### src/rtl/scl_timing_pkg.sv
package scl_timing_pkg;
   typedef enum logic {PH_LOW = 1'b0, PH_HIGH = 1'b1} scl_phase_e;

   function automatic int unsigned ph_width(input int unsigned cnt_w);
      return cnt_w + 1;
   endfunction
endpackage

### src/rtl/scl_cfg_latch.sv
module scl_cfg_latch #(
   parameter int unsigned CNT_W    = 8,
   parameter int unsigned PSC_W    = 8,
   parameter int unsigned LOW_OVH  = 7,
   parameter int unsigned HIGH_OVH = 5,
   parameter bit          HS_EN    = 1'b1,
   localparam int unsigned REG_W   = 2 * CNT_W,
   localparam int unsigned PH_W    = CNT_W + 1
) (
   input  logic             clk,
   input  logic             rst_n,
   input  logic             load,
   input  logic             hs_sel,
   input  logic [PSC_W-1:0] psc_in,
   input  logic [REG_W-1:0] low_in,
   input  logic [REG_W-1:0] high_in,
   output logic [PSC_W-1:0] psc_q,
   output logic [PH_W-1:0]  low_len_q,
   output logic [PH_W-1:0]  high_len_q
);
   localparam logic [PH_W-1:0] LOW_ADD  = PH_W'(LOW_OVH);
   localparam logic [PH_W-1:0] HIGH_ADD = PH_W'(HIGH_OVH);

   logic [CNT_W-1:0] low_pick;
   logic [CNT_W-1:0] high_pick;

   generate
      if (HS_EN) begin : g_hs_mux
         assign low_pick  = hs_sel ? low_in[REG_W-1:CNT_W]  : low_in[CNT_W-1:0];
         assign high_pick = hs_sel ? high_in[REG_W-1:CNT_W] : high_in[CNT_W-1:0];
      end else begin : g_no_hs
         logic unused_upper;
         assign unused_upper = ^{hs_sel, low_in[REG_W-1:CNT_W], high_in[REG_W-1:CNT_W]};
         assign low_pick  = low_in[CNT_W-1:0];
         assign high_pick = high_in[CNT_W-1:0];
      end
   endgenerate

   always_ff @(posedge clk or negedge rst_n) begin
      if (!rst_n) begin
         psc_q      <= '0;
         low_len_q  <= LOW_ADD;
         high_len_q <= HIGH_ADD;
      end else if (load) begin
         psc_q      <= psc_in;
         low_len_q  <= PH_W'(low_pick) + LOW_ADD;
         high_len_q <= PH_W'(high_pick) + HIGH_ADD;
      end
   end
endmodule

### src/rtl/scl_prescaler.sv
module scl_prescaler #(
   parameter int unsigned PSC_W = 8
) (
   input  logic             clk,
   input  logic             rst_n,
   input  logic             hold,
   input  logic [PSC_W-1:0] div_m1,
   output logic             step,
   output logic             at_zero
);
   logic [PSC_W-1:0] cnt_q;

   assign step    = !hold && (cnt_q == div_m1);
   assign at_zero = (cnt_q == '0);

   always_ff @(posedge clk or negedge rst_n) begin
      if (!rst_n)        cnt_q <= '0;
      else if (hold)     cnt_q <= '0;
      else if (step)     cnt_q <= '0;
      else               cnt_q <= cnt_q + 1'b1;
   end
endmodule

### src/rtl/scl_phase_ctr.sv
module scl_phase_ctr
   import scl_timing_pkg::*;
#(
   parameter int unsigned PH_W = 9
) (
   input  logic            clk,
   input  logic            rst_n,
   input  logic            hold,
   input  logic            step,
   input  logic [PH_W-1:0] low_len,
   input  logic [PH_W-1:0] high_len,
   output scl_phase_e      phase,
   output logic            period_end,
   output logic            at_mid_high
);
   logic [PH_W-1:0] cnt_q;
   logic [PH_W-1:0] cur_last;
   logic            phase_done;

   assign cur_last    = ((phase == PH_HIGH) ? high_len : low_len) - 1'b1;
   assign phase_done  = step && (cnt_q == cur_last);
   assign period_end  = phase_done && (phase == PH_HIGH);
   assign at_mid_high = (phase == PH_HIGH) && (cnt_q == (high_len >> 1));

   always_ff @(posedge clk or negedge rst_n) begin
      if (!rst_n) begin
         cnt_q <= '0;
         phase <= PH_LOW;
      end else if (hold) begin
         cnt_q <= '0;
         phase <= PH_LOW;
      end else if (phase_done) begin
         cnt_q <= '0;
         phase <= (phase == PH_HIGH) ? PH_LOW : PH_HIGH;
      end else if (step) begin
         cnt_q <= cnt_q + 1'b1;
      end
   end
endmodule

### src/rtl/scl_timing_gen.sv
module scl_timing_gen
   import scl_timing_pkg::*;
#(
   parameter int unsigned CNT_W    = 8,
   parameter int unsigned PSC_W    = 8,
   parameter int unsigned LOW_OVH  = 7,
   parameter int unsigned HIGH_OVH = 5,
   parameter bit          HS_EN    = 1'b1,
   localparam int unsigned REG_W   = 2 * CNT_W,
   localparam int unsigned PH_W    = CNT_W + 1
) (
   input  logic             clk,
   input  logic             rst_n,
   input  logic             enable,
   input  logic             hs_mode,
   input  logic [PSC_W-1:0] psc,
   input  logic [REG_W-1:0] low_cnt,
   input  logic [REG_W-1:0] high_cnt,
   output logic             scl_out,
   output logic             sample_tick
);
   generate
      if (LOW_OVH < 2 || HIGH_OVH < 2) begin : g_bad_ovh
         $error("scl_timing_gen: each phase overhead must be at least 2");
      end
      if (LOW_OVH >= (1 << CNT_W) || HIGH_OVH >= (1 << CNT_W)) begin : g_bad_fit
         $error("scl_timing_gen: overhead does not fit the phase counter");
      end
      if (PH_W != ph_width(CNT_W)) begin : g_bad_w
         $error("scl_timing_gen: phase width mismatch");
      end
   endgenerate

   logic             run_q;
   logic             hold;
   logic             step;
   logic             pre_zero;
   logic             period_end;
   logic             at_mid;
   logic             load;
   scl_phase_e       phase;
   logic [PSC_W-1:0] psc_q;
   logic [PH_W-1:0]  low_len;
   logic [PH_W-1:0]  high_len;

   assign hold = !(enable && run_q);
   assign load = hold || period_end;

   always_ff @(posedge clk or negedge rst_n) begin
      if (!rst_n) run_q <= 1'b0;
      else        run_q <= enable;
   end

   scl_cfg_latch #(
      .CNT_W(CNT_W), .PSC_W(PSC_W), .LOW_OVH(LOW_OVH),
      .HIGH_OVH(HIGH_OVH), .HS_EN(HS_EN)
   ) u_cfg (
      .clk(clk), .rst_n(rst_n), .load(load), .hs_sel(hs_mode),
      .psc_in(psc), .low_in(low_cnt), .high_in(high_cnt),
      .psc_q(psc_q), .low_len_q(low_len), .high_len_q(high_len)
   );

   scl_prescaler #(.PSC_W(PSC_W)) u_pre (
      .clk(clk), .rst_n(rst_n), .hold(hold), .div_m1(psc_q),
      .step(step), .at_zero(pre_zero)
   );

   scl_phase_ctr #(.PH_W(PH_W)) u_phase (
      .clk(clk), .rst_n(rst_n), .hold(hold), .step(step),
      .low_len(low_len), .high_len(high_len),
      .phase(phase), .period_end(period_end), .at_mid_high(at_mid)
   );

   assign scl_out     = !run_q || (phase == PH_HIGH);
   assign sample_tick = run_q && at_mid && pre_zero;
endmodule

### config.mk
export PLATFORM = sky130hd
export DESIGN_NAME = scl_timing_gen
export DESIGN_NICKNAME = d
export VERILOG_FILES = /design/src/rtl/scl_timing_pkg.sv /design/src/rtl/scl_cfg_latch.sv /design/src/rtl/scl_prescaler.sv /design/src/rtl/scl_phase_ctr.sv /design/src/rtl/scl_timing_gen.sv
export SDC_FILE = /design/constraint.sdc
export NUM_CORES = 1
export LEC_CHECK = 0
export ABC_AREA = 1
export BUFFER_PORTS_ARGS = -buffer_cell sky130_fd_sc_hd__buf_4
export CAP_MARGIN = 10
export CORE_ASPECT_RATIO = 0.5
export CORE_MARGIN = 4
export CORE_UTILIZATION = 58
export CTS_CLUSTER_SIZE = 28
export DETAILED_ROUTE_END_ITERATION = 10
export PLACE_DENSITY = 0.8
export SLEW_MARGIN = 15
export SYNTH_ARGS = -nofsm -noshare
export SYNTH_HDL_FRONTEND = slang
export SYNTH_SLANG_ARGS = --single-unit
### constraint.sdc
create_clock -name clk -period 2.5 [get_ports clk]
set_input_delay 0.125 -clock clk [delete_from_list [all_inputs] [get_ports clk]]
set_output_delay 0.125 -clock clk [all_outputs]
set_load 0.01 [all_outputs]
# Word level (Yosys, flattened, before mapping)
# Index checks and enable logic that the tools add are counted.
[classes]
n_eq_ne = 5
n_mux = 11
addsub = 5
reduce_logical = 12
[ops]
columns = ["operator", "n"]
rows = [
  ["2-to-1 mux 9 bit", 4],
  ["2-to-1 mux 8 bit", 4],
  ["adder 8 x 3 -> 9 bit (second input constant)", 2],
  ["adder 9 x 1 -> 9 bit (second input constant)", 1],
  ["== test 9 x 8 -> 1 bit", 1],
  ["== test 9 bit", 1],
  ["subtractor 9 x 1 -> 9 bit (second input constant)", 1],
  ["adder 8 x 1 -> 8 bit (second input constant)", 1],
  ["== test 8 bit", 1],
  ["logical NOT 8 bit", 1],
  ["logical AND 1 bit", 7],
  ["2-to-1 mux 1 bit", 3],
  ["inequality test 3 x 1 -> 1 bit (second input constant)", 1],
  ["logical NOT 1 bit", 2],
  ["logical OR 1 bit", 2],
  ["inequality test 2 x 1 -> 1 bit (second input constant)", 1],
]
[word_totals]
regBits = 45
word_cells = 40
out_inout_bits = 2
in_bits = 44

# Longest topological paths before layout
[depth]
ltp_word = 6
ltp_mapped = 19
depth_no_buf = 17

# Cells and area by module
# A second synthesis with hierarchy kept.
[unflattened]
hier_cells = 503
hier_area_um2 = 3368.2
[by_module_without_submodules]
columns = ["mod", "cells_each", "instances", "area_each_um2"]
rows = [
  ["scl_cfg_latch", 212, 1, 1544.0],
  ["scl_phase_ctr", 205, 1, 1222.4],
  ["scl_prescaler", 77, 1, 545.5],
  ["scl_timing_gen", 9, 1, 56.3],
]

# Worst setup path before layout
# No wires, ideal clock.
[synth_path]
kind = "flip-flop to flip-flop"
start = "register u_cfg.high_len_q[0]"
end = "register u_cfg.high_len_q[1]"
t_required_ns = 2.383
slack_ns = 0.239
path_stages_with_launch = 16
n_path_buf = 1
arrival_ns = 2.144
path_cell_list = "dfstp_2 -> inv_1 -> o21ai_1 -> inv_1 -> ha_1 -> nand3_1 -> nor2_1 -> nand3_1 -> nand2_1 -> nand3_1 -> nand2_1 -> nor2_4 -> nand3_4 -> buf_2 -> nand3_1 -> nand2_1"
[synth_via]
elab_chain_len = 6
[synth_rtl]
columns = ["item", "line_no", "rtl"]
rows = [
  ["start: declaration", "scl_cfg_latch.sv:19", "output logic [PH_W-1:0] high_len_q"],
  ["start signal: assignment", "scl_cfg_latch.sv:47", "high_len_q <= PH_W'(high_pick) + HIGH_ADD;"],
  ["2-to-1 mux 9 bit", "scl_phase_ctr.sv:20", "assign cur_last = ((phase == PH_HIGH) ? high_len : low_len) - 1'b1;"],
  ["subtractor 9 x 1 -> 9 bit", "scl_phase_ctr.sv:20", ""],
  ["== test 9 bit", "scl_phase_ctr.sv:21", "assign phase_done = step && (cnt_q == cur_last);"],
  ["logical AND 1 bit", "scl_phase_ctr.sv:21", ""],
  ["logical AND 1 bit", "scl_phase_ctr.sv:22", "assign period_end = phase_done && (phase == PH_HIGH);"],
  ["logical OR 1 bit", "scl_timing_gen.sv:47", "assign load = hold || period_end;"],
]
# Every way passes these cells.
# A chain may end at the register's enable or synchronous reset.

# Worst setup path after layout
# Same ends and word-level chain as after synthesis.

==> results.json <==
{
  "outcome": "complete, no violations",
  "antenna_found_initial": 0,
  "tns_ns": 0,
  "drc": 0,
  "dp.final_hpwl_um": 5810,
  "seq_area_sq_um": 1130,
  "grt_pass1_wl_um": 12300,
  "grt_usage_pct": 22.6,
  "grt_pass1_vias": 2695,
  "grt_busiest_layer": "met2",
  "swShare_pct": 30.5,
  "clock-root-buffer": "clkbuf_16",
  "crit_fanout": 18,
  "synth_edf_count": 0,
  "via_per_inst": 5.10,
  "cts-htree-levels": 2,
  "use_met3_pct": 5.59,
  "yosysUniqueCellTypes": 34,
  "fillers": 475,
  "final_cell_mix": "nand2_1 (166), inv_1 (62), nand3_1 (54)",
  "die_area_sq_um": 7070,
  "fin_nets": 581,
  "crit_type": "reg2reg",
  "hp-class": "in2reg",
  "setup_viol": 0,
  "cts.reportedPaths.clkPinSlew_ns": 0.06,
  "routed_wl_um": 7480,
  "period_needed_ns": 2.30,
  "drt_iter0_markers": 254,
  "drv_slew": 0,
  "fmax_mhz": 434,
  "ys_seq_elements": 45,
  "grt_max_degree": 46,
  "insertion_delay_ns": 0.29,
  "avgSynthCellArea_sq_um": 6.84,
  "seq_power_share_pct": 43.1,
  "syn-num-nets": 535,
  "fp.dieW_um": 115,
  "met1_usage_pct": 31.9,
  "slew_headroom_pct": 62.3,
  "final_common_cell": "nand2_1",
  "ys_warn_count": 0,
  "grt-ovfl-total": 0,
  "clock_sinks": 45,
  "clkPwrFrac_pct": 33.0,
  "first_pass_iters": 5,
  "multiInputGateArea_sq_um": 1860,
  "routedWlPerCell_um": 12.4,
  "synth_seq_area_share_pct": 34.1,
  "critPathLaunchType": "flip-flop",
  "final-hold-violation-count": 0,
  "ant_nets": 0,
  "syn_inst": 485,
  "max-clock-path-buffers": 2,
  "ios": 46,
  "gp_congestion": 0.936,
  "internal-power_mw": 1.36,
  "start_util_pct": 60.1,
  "areaGrowthSynthToFinish_pct": 17.2,
  "async_reset_ff_share_pct": 100,
  "core_area_sq_um": 5520,
  "worstSetupEndpointType": "flip-flop",
  "power_frac_comb_pct": 23.9,
  "synth_ff_type": "dfrtp_1",
  "grtUsageMet2_pct": 35.6,
  "skew_ns": 0.00558,
  "drive_gt1_share_pct": 16.4,
  "fp.dieH_um": 61.5,
  "irDropWorstVdd_mv": 0.371,
  "tightest_slew_ns": 0.566,
  "io_buffers": 45,
  "p_switching_mw": 0.597,
  "antennaDiodeCount": 0,
  "fin_crit_sh_pct": 92.1,
  "cts_made_buffers": 5,
  "maxCapViolCount": 0,
  "arrival_ns": 2.48,
  "cts_tree": "done",
  "cp.required_ns": 2.68,
  "vias": 3088,
  "p_leak_nw": 1.99,
  "power_density_nw_per_um2": 503,
  "syn_area_sq_um": 3320,
  "total_power_mw": 1.96,
  "floorplan.rows": 19
}
## final cells by class
class,instances,area share [%]
Clock inverter,2,0.386
Clock buffer,6,3.32
Multi-Input combinational cell,362,47.9
Tap cell,73,2.35
Timing Repair Buffer,54,10.7
Inverter,63,6.21
Sequential cell,45,29.2
## repair_timing
| action | 4_1_cts | 5_1_grt |
|---|---|---|
| hold buffers | 2 | 0 |
| endpoints found under the setup margin | 0 | 35 |
| setup buffers | 0 | 1 |
| gates resized for setup | 0 | 6 |
| hold endpoints to repair | 41 | 0 |
## synthesized netlist by cell type, types with 2 or more instances
cell,number,area share (%)
buf_1,2,0.23
xnor2_1,8,2.1
buf_6,5,1.7
nor2_4,3,1.0
buf_2,5,0.75
dfrtp_1,40,30
nand4_1,4,0.75
inv_1,62,7.0
o21ai_0,10,1.5
xor2_1,19,5.0
ha_1,6,2.3
mux2i_1,9,2.7
nor3_1,8,1.2
or2_2,2,0.38
nor4_1,4,0.75
nand2_2,7,1.3
o21ai_1,3,0.45
a31oi_1,2,0.38
nor2_2,2,0.38
a21oi_1,2,0.30
dfstp_2,5,4.0
clkbuf_1,3,0.34
nand3_1,55,8.3
nand2_1,167,19
o22ai_1,6,1.1
nor2_1,38,4.3
## flip-flops by register name (all words and copies together), names as in the netlist
| register | count |
|---|---|
| u_cfg.high_len_q | 9 |
| u_cfg.low_len_q | 9 |
| u_phase.cnt_q | 9 |
| u_cfg.psc_q | 8 |
| u_pre.cnt_q | 8 |
| run_q | 1 |
| u_phase.phase | 1 |
## final timing paths
check	cells after the start	end	startpoint	slack (ns)
min	3	u_cfg.psc_q[0]$_DFFE_PN0P_	psc[0]	0.02
min reg2reg	2	u_cfg.low_len_q[0]$_DFFE_PN1P_	u_cfg.low_len_q[0]$_DFFE_PN1P_	0.49
max reg2reg	15	u_cfg.high_len_q[1]$_DFFE_PN0P_	u_cfg.high_len_q[0]$_DFFE_PN1P_	0.20
max in group asynchronous	2	u_phase.phase$_DFFE_PN0P_	rst_n	1.72
max	15	u_cfg.high_len_q[1]$_DFFE_PN0P_	u_cfg.high_len_q[0]$_DFFE_PN1P_	0.20
min in group asynchronous	2	u_cfg.psc_q[5]$_DFFE_PN0P_	rst_n	0.37
## critical path, cell delays in order, from the launching register on
cell,delay [ns]
dfstp_2,0.52
inv_1,0.03
o21ai_1,0.15
inv_1,0.08
ha_1,0.24
inv_1,0.07
nand3_1,0.10
nand3_1,0.08
nand2_1,0.06
nor2_1,0.09
nand3_1,0.12
nor2_4,0.14
nand3_4,0.15
buf_6,0.20
nand3_1,0.09
nand2_1,0.06
## power groups by stage
stage | Clock (mW) | Sequential [mW] | Combinational [mW]
global route | 0.688 | 0.849 | 0.534
detailed placement | 0 | 0.855 | 0.459
finish | 0.645 | 0.842 | 0.468
global placement | 0 | 0.853 | 0.453
floorplan | 0 | 0.837 | 0.331
CTS | 0.652 | 0.842 | 0.465
## stage by stage
| step | utilization (%) | std cells | instance area (sq um) | setup WS (ns) | hold slack [ns] |
|---|---|---|---|---|---|
| after floorplan | - | 485 | 3320 | 0.239 | -0.171 |
| after global placement | 66.9 | 594 | 3690 | 0.165 | 0.152 |
| after detailed placement | 66.9 | 594 | 3690 | 0.130 | 0.156 |
| after CTS | 69.9 | 604 | 3850 | 0.116 | 0.0217 |
| after global routing | 70.5 | 605 | 3890 | -0.0218 | 0.0331 |
| final | 70.5 | 605 | 3890 | 0.198 | 0.0225 |
## logic make-up after synthesis
kind of cell | synth area share [%]
buf+inv | 10.3
compound gates | 4.26
simple gates | 38.4
xor+xnor | 7.62
mux | 3.06
fa+ha+maj | 2.26
flops | 34.1
## per-layer routing
layer / vias up / part of all wire, % / wire [um]
li1: 1610 / - / -
met3: 5 / 6.4 / 476
met2: 87 / 43 / 3180
met1: 1386 / 50 / 3750
met4: 0 / 1.0 / 78
met5: - / 0 / 0
Power figures use the tool's default switching activity.
